### src/rtl/spfp_pkg.sv
`timescale 1ns/1ps
package spfp_pkg;
  localparam int EXP_W    = 8;
  localparam int FRAC_W   = 23;
  localparam int WORD_W   = 1 + EXP_W + FRAC_W;
  localparam int MANT_W   = FRAC_W + 1;
  localparam int PROD_W   = 2 * MANT_W;
  localparam int EXPI_W   = EXP_W + 2;
  localparam int BIAS     = (1 << (EXP_W - 1)) - 1;
  localparam int EXP_ALL1 = (1 << EXP_W) - 1;
  localparam int FLAG_W   = 6;

  localparam int F_INV = 0;
  localparam int F_OVF = 1;
  localparam int F_UNF = 2;
  localparam int F_INX = 3;
  localparam int F_IFZ = 4;
  localparam int F_OFZ = 5;

  localparam logic [WORD_W-1:0] QNAN_WORD = '1;

  typedef enum logic [1:0] {
    RM_NEAR = 2'b00,
    RM_UP   = 2'b01,
    RM_DOWN = 2'b10,
    RM_ZERO = 2'b11
  } rmode_e;

  typedef struct packed {
    logic   valid;
    logic   guard;
    logic   fonly;
    rmode_e rmode;
    logic   sign;
  } ctl_t;

  typedef struct packed {
    ctl_t                     ctl;
    logic                     special;
    logic [WORD_W-1:0]        spec_res;
    logic [FLAG_W-1:0]        spec_flags;
    logic                     iflush;
    logic signed [EXPI_W-1:0] exp;
    logic [MANT_W-1:0]        ma;
    logic [MANT_W-1:0]        mb;
  } s1_t;

  typedef struct packed {
    ctl_t                     ctl;
    logic                     special;
    logic [WORD_W-1:0]        spec_res;
    logic [FLAG_W-1:0]        spec_flags;
    logic                     iflush;
    logic signed [EXPI_W-1:0] exp;
    logic [PROD_W-1:0]        prod;
  } s2_t;
endpackage

### src/rtl/fpm_classify.sv
`timescale 1ns/1ps
module fpm_classify
  import spfp_pkg::*;
(
  input  logic [WORD_W-1:0] op,
  output logic              sign,
  output logic              zero,
  output logic              denorm,
  output logic              inf,
  output logic              nan,
  output logic              snan,
  output logic [EXP_W-1:0]  exp,
  output logic [MANT_W-1:0] mant
);
  logic [FRAC_W-1:0] frac;
  logic exp_zero, exp_ones, frac_nz;

  assign sign     = op[WORD_W-1];
  assign exp      = op[WORD_W-2 -: EXP_W];
  assign frac     = op[FRAC_W-1:0];
  assign exp_zero = (exp == '0);
  assign exp_ones = (exp == '1);
  assign frac_nz  = |frac;

  // a subnormal counts as zero from here on
  assign zero   = exp_zero;
  assign denorm = exp_zero & frac_nz;
  assign inf    = exp_ones & ~frac_nz;
  assign nan    = exp_ones & frac_nz;
  assign snan   = nan & ~frac[FRAC_W-1];
  assign mant   = {1'b1, frac};
endmodule

### src/rtl/fpm_unpack.sv
`timescale 1ns/1ps
module fpm_unpack
  import spfp_pkg::*;
(
  input  logic              clk,
  input  logic              rst_n,
  input  logic              in_valid,
  input  logic              in_guard,
  input  logic              in_fonly,
  input  logic [1:0]        in_rmode,
  input  logic [WORD_W-1:0] in_a,
  input  logic [WORD_W-1:0] in_b,
  output s1_t               s1_q
);
  localparam int N_OP = 2;

  logic [WORD_W-1:0] ops      [N_OP];
  logic [N_OP-1:0]   c_sign, c_zero, c_denorm, c_inf, c_nan, c_snan;
  logic [EXP_W-1:0]  c_exp    [N_OP];
  logic [MANT_W-1:0] c_mant   [N_OP];
  s1_t               nxt;

  assign ops[0] = in_a;
  assign ops[1] = in_b;

  for (genvar i = 0; i < N_OP; i++) begin : g_op
    fpm_classify u_cls (
      .op    (ops[i]),
      .sign  (c_sign[i]),
      .zero  (c_zero[i]),
      .denorm(c_denorm[i]),
      .inf   (c_inf[i]),
      .nan   (c_nan[i]),
      .snan  (c_snan[i]),
      .exp   (c_exp[i]),
      .mant  (c_mant[i])
    );
  end

  always_comb begin
    nxt           = '0;
    nxt.ctl.valid = in_valid;
    nxt.ctl.guard = in_guard;
    nxt.ctl.fonly = in_fonly;
    nxt.ctl.rmode = rmode_e'(in_rmode);
    nxt.ctl.sign  = ^c_sign;
    nxt.iflush    = |c_denorm;
    nxt.exp       = $signed({2'b00, c_exp[0]}) + $signed({2'b00, c_exp[1]})
                    - EXPI_W'(BIAS);
    nxt.ma        = c_mant[0];
    nxt.mb        = c_mant[1];
    if (|c_nan) begin
      nxt.special           = 1'b1;
      nxt.spec_res          = QNAN_WORD;
      nxt.spec_flags[F_INV] = |c_snan;
    end else if ((|c_inf) && (|c_zero)) begin
      nxt.special           = 1'b1;
      nxt.spec_res          = QNAN_WORD;
      nxt.spec_flags[F_INV] = 1'b1;
    end else if (|c_inf) begin
      nxt.special  = 1'b1;
      nxt.spec_res = {nxt.ctl.sign, {EXP_W{1'b1}}, {FRAC_W{1'b0}}};
    end else if (|c_zero) begin
      nxt.special  = 1'b1;
      nxt.spec_res = {nxt.ctl.sign, {(WORD_W-1){1'b0}}};
    end
  end

  always_ff @(posedge clk) begin
    if (!rst_n) s1_q <= '0;
    else        s1_q <= nxt;
  end

  // a subnormal operand reaches the next stage marked as flushed
  p_iflush_r4: assert property (@(posedge clk) disable iff (!rst_n)
    (in_valid && in_a[WORD_W-2 -: EXP_W] == '0 && in_a[FRAC_W-1:0] != '0)
      |=> s1_q.iflush);
endmodule

### src/rtl/fpm_mantmul.sv
`timescale 1ns/1ps
module fpm_mantmul
  import spfp_pkg::*;
(
  input  logic clk,
  input  logic rst_n,
  input  s1_t  s1_q,
  output s2_t  s2_q
);
  s2_t nxt;

  always_comb begin
    nxt            = '0;
    nxt.ctl        = s1_q.ctl;
    nxt.special    = s1_q.special;
    nxt.spec_res   = s1_q.spec_res;
    nxt.spec_flags = s1_q.spec_flags;
    nxt.iflush     = s1_q.iflush;
    nxt.exp        = s1_q.exp;
    nxt.prod       = PROD_W'(s1_q.ma) * PROD_W'(s1_q.mb);
  end

  always_ff @(posedge clk) begin
    if (!rst_n) s2_q <= '0;
    else        s2_q <= nxt;
  end
endmodule

### src/rtl/fpm_round.sv
`timescale 1ns/1ps
module fpm_round
  import spfp_pkg::*;
(
  input  logic              clk,
  input  logic              rst_n,
  input  s2_t               s2_q,
  output logic              out_wr,
  output logic              out_fen,
  output logic [WORD_W-1:0] out_prod,
  output logic [FLAG_W-1:0] out_flags
);
  localparam logic signed [EXPI_W-1:0] EXP_OVF    = EXPI_W'(EXP_ALL1);
  localparam logic signed [EXPI_W-1:0] EXP_NORM   = EXPI_W'(1);
  localparam logic signed [EXPI_W-1:0] EXP_SUB_LO = EXPI_W'(1 - FRAC_W);

  logic [PROD_W-1:0]        norm;
  logic signed [EXPI_W-1:0] expn, expr;
  logic [MANT_W-1:0]        mant;
  logic                     g_bit, st_bit, inc, sgn, to_inf;
  logic [MANT_W:0]          mant_r;
  logic [WORD_W-1:0]        res;
  logic [FLAG_W-1:0]        flags;
  logic                     wr_d, fen_d;

  assign sgn = s2_q.ctl.sign;

  always_comb begin
    norm   = s2_q.prod[PROD_W-1] ? s2_q.prod : (s2_q.prod << 1);
    expn   = s2_q.exp + $signed({{(EXPI_W-1){1'b0}}, s2_q.prod[PROD_W-1]});
    mant   = norm[PROD_W-1 -: MANT_W];
    g_bit  = norm[PROD_W-MANT_W-1];
    st_bit = |norm[PROD_W-MANT_W-2:0];
    unique case (s2_q.ctl.rmode)
      RM_NEAR: inc = g_bit & (st_bit | mant[0]);
      RM_UP:   inc = ~sgn & (g_bit | st_bit);
      RM_DOWN: inc = sgn & (g_bit | st_bit);
      default: inc = 1'b0;
    endcase
    to_inf = (s2_q.ctl.rmode == RM_NEAR) ||
             (s2_q.ctl.rmode == RM_UP   && !sgn) ||
             (s2_q.ctl.rmode == RM_DOWN &&  sgn);
    mant_r = {1'b0, mant} + {{MANT_W{1'b0}}, inc};
    expr   = expn + $signed({{(EXPI_W-1){1'b0}}, mant_r[MANT_W]});
    flags  = '0;
    res    = '0;
    if (s2_q.special) begin
      res   = s2_q.spec_res;
      flags = s2_q.spec_flags;
    end else if (expr >= EXP_OVF) begin
      flags[F_OVF] = 1'b1;
      flags[F_INX] = 1'b1;
      res = to_inf ? {sgn, {EXP_W{1'b1}}, {FRAC_W{1'b0}}}
                   : {sgn, {(EXP_W-1){1'b1}}, 1'b0, {FRAC_W{1'b1}}};
    end else if (expr >= EXP_NORM) begin
      flags[F_INX] = g_bit | st_bit;
      res = {sgn, expr[EXP_W-1:0], mant_r[FRAC_W-1:0]};
    end else begin
      flags[F_UNF] = 1'b1;
      flags[F_INX] = 1'b1;
      flags[F_OFZ] = (expr >= EXP_SUB_LO);
      res = {sgn, {(WORD_W-1){1'b0}}};
    end
    flags[F_IFZ] = s2_q.iflush;
    fen_d = s2_q.ctl.valid & s2_q.ctl.guard;
    wr_d  = fen_d & ~s2_q.ctl.fonly;
  end

  always_ff @(posedge clk) begin
    if (!rst_n) begin
      out_wr    <= 1'b0;
      out_fen   <= 1'b0;
      out_prod  <= '0;
      out_flags <= '0;
    end else begin
      out_wr    <= wr_d;
      out_fen   <= fen_d;
      out_prod  <= wr_d ? res : '0;
      out_flags <= fen_d ? flags : '0;
    end
  end

  p_ovf_inx_r3: assert property (@(posedge clk) disable iff (!rst_n)
    out_flags[F_OVF] |-> out_flags[F_INX]);
  p_ofz_zero_r5: assert property (@(posedge clk) disable iff (!rst_n)
    out_flags[F_OFZ] |-> (out_flags[F_UNF] && out_flags[F_INX] &&
                          out_prod[WORD_W-2:0] == '0));
  p_unf_no_ovf_r6: assert property (@(posedge clk) disable iff (!rst_n)
    out_flags[F_UNF] |-> !out_flags[F_OVF]);
  p_inv_nan_r8: assert property (@(posedge clk) disable iff (!rst_n)
    (out_wr && out_flags[F_INV]) |-> out_prod == QNAN_WORD);
  p_gate_r10: assert property (@(posedge clk) disable iff (!rst_n)
    !out_fen |-> (out_flags == '0 && !out_wr && out_prod == '0));
endmodule

### src/rtl/spfp_mul.sv
`timescale 1ns/1ps
module spfp_mul
  import spfp_pkg::*;
(
  input  logic        clk,
  input  logic        rst_n,
  input  logic        in_valid,
  input  logic        in_guard,
  input  logic        in_flags_only,
  input  logic [1:0]  in_rmode,
  input  logic [31:0] in_a,
  input  logic [31:0] in_b,
  output logic        out_wr,
  output logic        out_flag_en,
  output logic [31:0] out_prod,
  output logic [5:0]  out_flags
);
  s1_t s1_q;
  s2_t s2_q;

  fpm_unpack u_unpack (
    .clk     (clk),
    .rst_n   (rst_n),
    .in_valid(in_valid),
    .in_guard(in_guard),
    .in_fonly(in_flags_only),
    .in_rmode(in_rmode),
    .in_a    (in_a),
    .in_b    (in_b),
    .s1_q    (s1_q)
  );

  fpm_mantmul u_mul (
    .clk  (clk),
    .rst_n(rst_n),
    .s1_q (s1_q),
    .s2_q (s2_q)
  );

  fpm_round u_round (
    .clk      (clk),
    .rst_n    (rst_n),
    .s2_q     (s2_q),
    .out_wr   (out_wr),
    .out_fen  (out_flag_en),
    .out_prod (out_prod),
    .out_flags(out_flags)
  );

  p_latency_r1: assert property (@(posedge clk) disable iff (!rst_n)
    (in_valid && in_guard && !in_flags_only) |-> ##3 out_wr);
  p_fonly_r11: assert property (@(posedge clk) disable iff (!rst_n)
    (in_valid && in_guard && in_flags_only) |-> ##3
      (out_flag_en && !out_wr && out_prod == '0));
  p_guard_r10: assert property (@(posedge clk) disable iff (!rst_n)
    (!in_valid || !in_guard) |-> ##3 (!out_flag_en && !out_wr));
endmodule

### config.mk
export PLATFORM = sky130hd
export DESIGN_NAME = spfp_mul
export DESIGN_NICKNAME = d
export VERILOG_FILES = /design/src/rtl/spfp_pkg.sv /design/src/rtl/fpm_classify.sv /design/src/rtl/fpm_unpack.sv /design/src/rtl/fpm_mantmul.sv /design/src/rtl/fpm_round.sv /design/src/rtl/spfp_mul.sv
export SDC_FILE = /design/constraint.sdc
export NUM_CORES = 2
export LEC_CHECK = 0
export ABC_AREA = 1
export CAP_MARGIN = 5
export CORE_MARGIN = 5
export CORE_UTILIZATION = 64
export DETAILED_ROUTE_END_ITERATION = 6
export MAX_ROUTING_LAYER = met4
export PLACE_DENSITY = 0.86
export SYNTH_ARGS = -nofsm -noshare
export SYNTH_HDL_FRONTEND = slang
export SYNTH_HIERARCHICAL = 1
export SYNTH_SLANG_ARGS = --single-unit
### constraint.sdc
create_clock -name clk -period 7.51 [get_ports clk]
set_input_delay 1.502 -clock clk [delete_from_list [all_inputs] [get_ports clk]]
set_output_delay 1.502 -clock clk [all_outputs]
set_load 0.02 [all_outputs]
==> run summary <==
Status: finished clean
Avg WL per Cell: 15.6 um
DR DRC count: 0
Cell count after synthesis: 4110
TritonCTS clock tree: yes
Gr ovfl total: 0
Largest net degree at the start of global routing: 89
Sw power: 2.88 mW
DRT Pass-1 Iters: 6
Rows: 79
Post-CTS Setup Inserts: 0
Clock share of power: 19.2%
Layout area overhead: 5.65%
Starting Density: 64.5%
Gr usage total: 30.4%
Startpoint class of the critical path: flop
Hold slack: 0.403 ns
Reg-to-Reg End: u_mul/s2_q[47]
Setup violators final: 0
Vias in the first global route: 26051
Sw Ratio: 48.1%
Max_slew headroom: 18.3%
F_max: 148 MHz
Seq pwr share: 23.0%
Clock transition at path regs: 0.07 ns
Layout cells sized above 1: 5.24%
Die ar.: 51300 um2
Global placer's final weighted congestion: 0.988
Core Box Area: 46500 um2
Max-capacitance violation count: 0
Worst-Margin Slew: 1.22 ns
Chip width: 226 um
Sink Count: 213
Crit path time final: 6.74 ns
Mean post-synth cell area: 7.29 um2
Vias: 24572
Initial drt markers: 2028
Cts bufs inserted: 24
Post-Route Setup TNS: 0 ns
Fin Clk Skew: 0.0348 ns
Gate power share: 57.8%
CP Data Arrival Time: 7.18 ns
Ant diodes: 0
Hold Crit Depth: 2
Fillers: 3705
Worst-skew pair later-pin latency: 0.56 ns
H-tree depth: 1
Top-Level Pins: 111
Yosys warns: 6
Worst-case reg-to-reg path depth: 25
Worst setup path class: reg -> reg
DRT Wirelength: 73400 um
Pwr/cell area: 189 nW/um2
First-pass GRT wire length: 122000 um
Cell internal pwr: 3.11 mW
Cell area after layout: 31700 um2
Tightest Hold Check Type: reg -> reg
RSZ-0062 raised after global routing: no
Nets: 4819
Die Y: 226 um
Clock Tree Buf Depth: 3
Root Buffer: clkbuf_16
Initial antenna violation count: 0
Crit end category: flop
Tcrit/Tclk final: 89.8%
Post-route ant nets: 0
CTS resizes: 0
Reg2reg start: u_unpack/s1_q[9]
Worst hold endpoint: u_mul/s2_q[97]
Hpwl dp: 59300 um
CP Data Required Time: 7.94 ns
Worst hold start: u_unpack/s1_q[97]
Final Hold Viols: 0
Pleak: 19.0 nW
Vias per inst: 5.24
Netlist Area Pre-Place: 30000 um2
Placed Area: 30900 um2
Final Max Tran Viols: 0
Internal reg-to-reg setup slack: 0.77 ns
Largest vdd supply drop: 0.215 mV
IO Port Bufs: 110
Hold buffers post-CTS: 0
Worst-path fanout max: 24
==> state kept, by name, indices dropped and copies added, names as in the netlist <==
| signal | flops |
|---|---|
| u_mul/s2_q | 103 |
| u_unpack/s1_q | 70 |
| u_round/out_prod | 32 |
| u_round/out_flags | 6 |
| u_round/out_fen | 1 |
| u_round/out_wr | 1 |
==> power groups by stage <==
stage	registers (mW)	clock network (mW)	logic (mW)
after floorplan	1.31	0	2.55
after global placement	1.39	0	3.31
after detailed placement	1.40	0	3.40
after CTS	1.37	1.18	3.44
after global routing	1.39	1.22	3.95
final	1.38	1.15	3.46
==> routing by layer <==
metal,GRT usage [%],vias to the layer above,routed length [um]
li1,-,11421,-
met1,35.5,11620,27700
met2,50.7,1194,35300
met3,5.10,337,5830
met4,15.8,0,4510
met5,-,-,0
==> worst max path at each step <==
stage / cells past startpoint / endpoint / slack [ns] / startpoint
after floorplan: 28 / u_mul/s2_q[43] / 1.73 / u_unpack/s1_q[3]
after global placement: 24 / u_mul/s2_q[39] / 1.01 / u_unpack/s1_q[9]
after detailed placement: 24 / u_mul/s2_q[39] / 0.89 / u_unpack/s1_q[9]
after CTS: 24 / u_mul/s2_q[39] / 0.84 / u_unpack/s1_q[9]
after global routing: 24 / u_mul/s2_q[30] / 0.39 / u_unpack/s1_q[9]
final: 25 / u_mul/s2_q[47] / 0.77 / u_unpack/s1_q[9]
==> cells in the final DEF (no fill, tap or decap), types with 3 or more instances in the layout <==
cell type and instances:
clkinvlp_4 3, clkdlybuf4s50_1 109, nor2_1 179, nor2_2 20, fa_1 484, xnor2_1 5, nand3_1 88, a21oi_1 92
conb_1 6, nor4_1 4, clkinv_2 5, nor2_4 14, clkbuf_8 4, buf_4 48, ha_1 196, inv_1 1214
inv_2 5, a21oi_2 11, nand4_1 18, o21ai_1 5, or2_2 5, o21ai_2 9, nand2_2 33, nor3_1 13
nand3_2 16, o21bai_1 7, nand3b_1 10, o21a_1 3, nand2_1 1146, clkbuf_16 24, o21ai_0 68, dfxtp_1 213
==> critical path, cell delays in order (launching register included) <==
cell     delay (ns)
dfxtp_1        1.13
nand2_1        0.21
fa_1           0.59
inv_1          0.06
fa_1           0.54
inv_1          0.06
fa_1           0.51
inv_1          0.06
fa_1           0.46
fa_1           0.53
fa_1           0.50
inv_1          0.05
fa_1           0.47
inv_1          0.04
ha_1           0.35
nand2_1        0.12
nor2_1         0.25
nand2_1        0.13
inv_1          0.11
nand2_1        0.05
nor2_1         0.09
nand2_1        0.08
nand3_1        0.10
nand2_1        0.05
inv_1          0.05
nor2_1         0.04
==> cell type report <==
type | count | area (um2) | share of cell area, %
clock buffers | 29 | 659 | 2.08
clock inverters | 13 | 118 | 0.371
inverters | 1223 | 4600 | 14.5
multi-input cells | 2449 | 19800 | 62.6
flip-flops and latches | 213 | 4260 | 13.5
well taps | 607 | 759 | 2.40
repair buffers | 157 | 1450 | 4.58
==> metrics by stage <==
step           cells  worst slack, ns  utilization [%]  power (mW)
3_5_place_dp    4649            0.892             66.5        4.80
3_3_place_gp    4649             1.01             66.5        4.70
6_report        4691            0.768             68.2        5.99
4_1_cts         4691            0.839             68.2        5.98
5_1_grt         4691            0.395             68.2        6.55
2_1_floorplan   4113             1.73                -        3.86
Power figures use the tool's default switching activity.
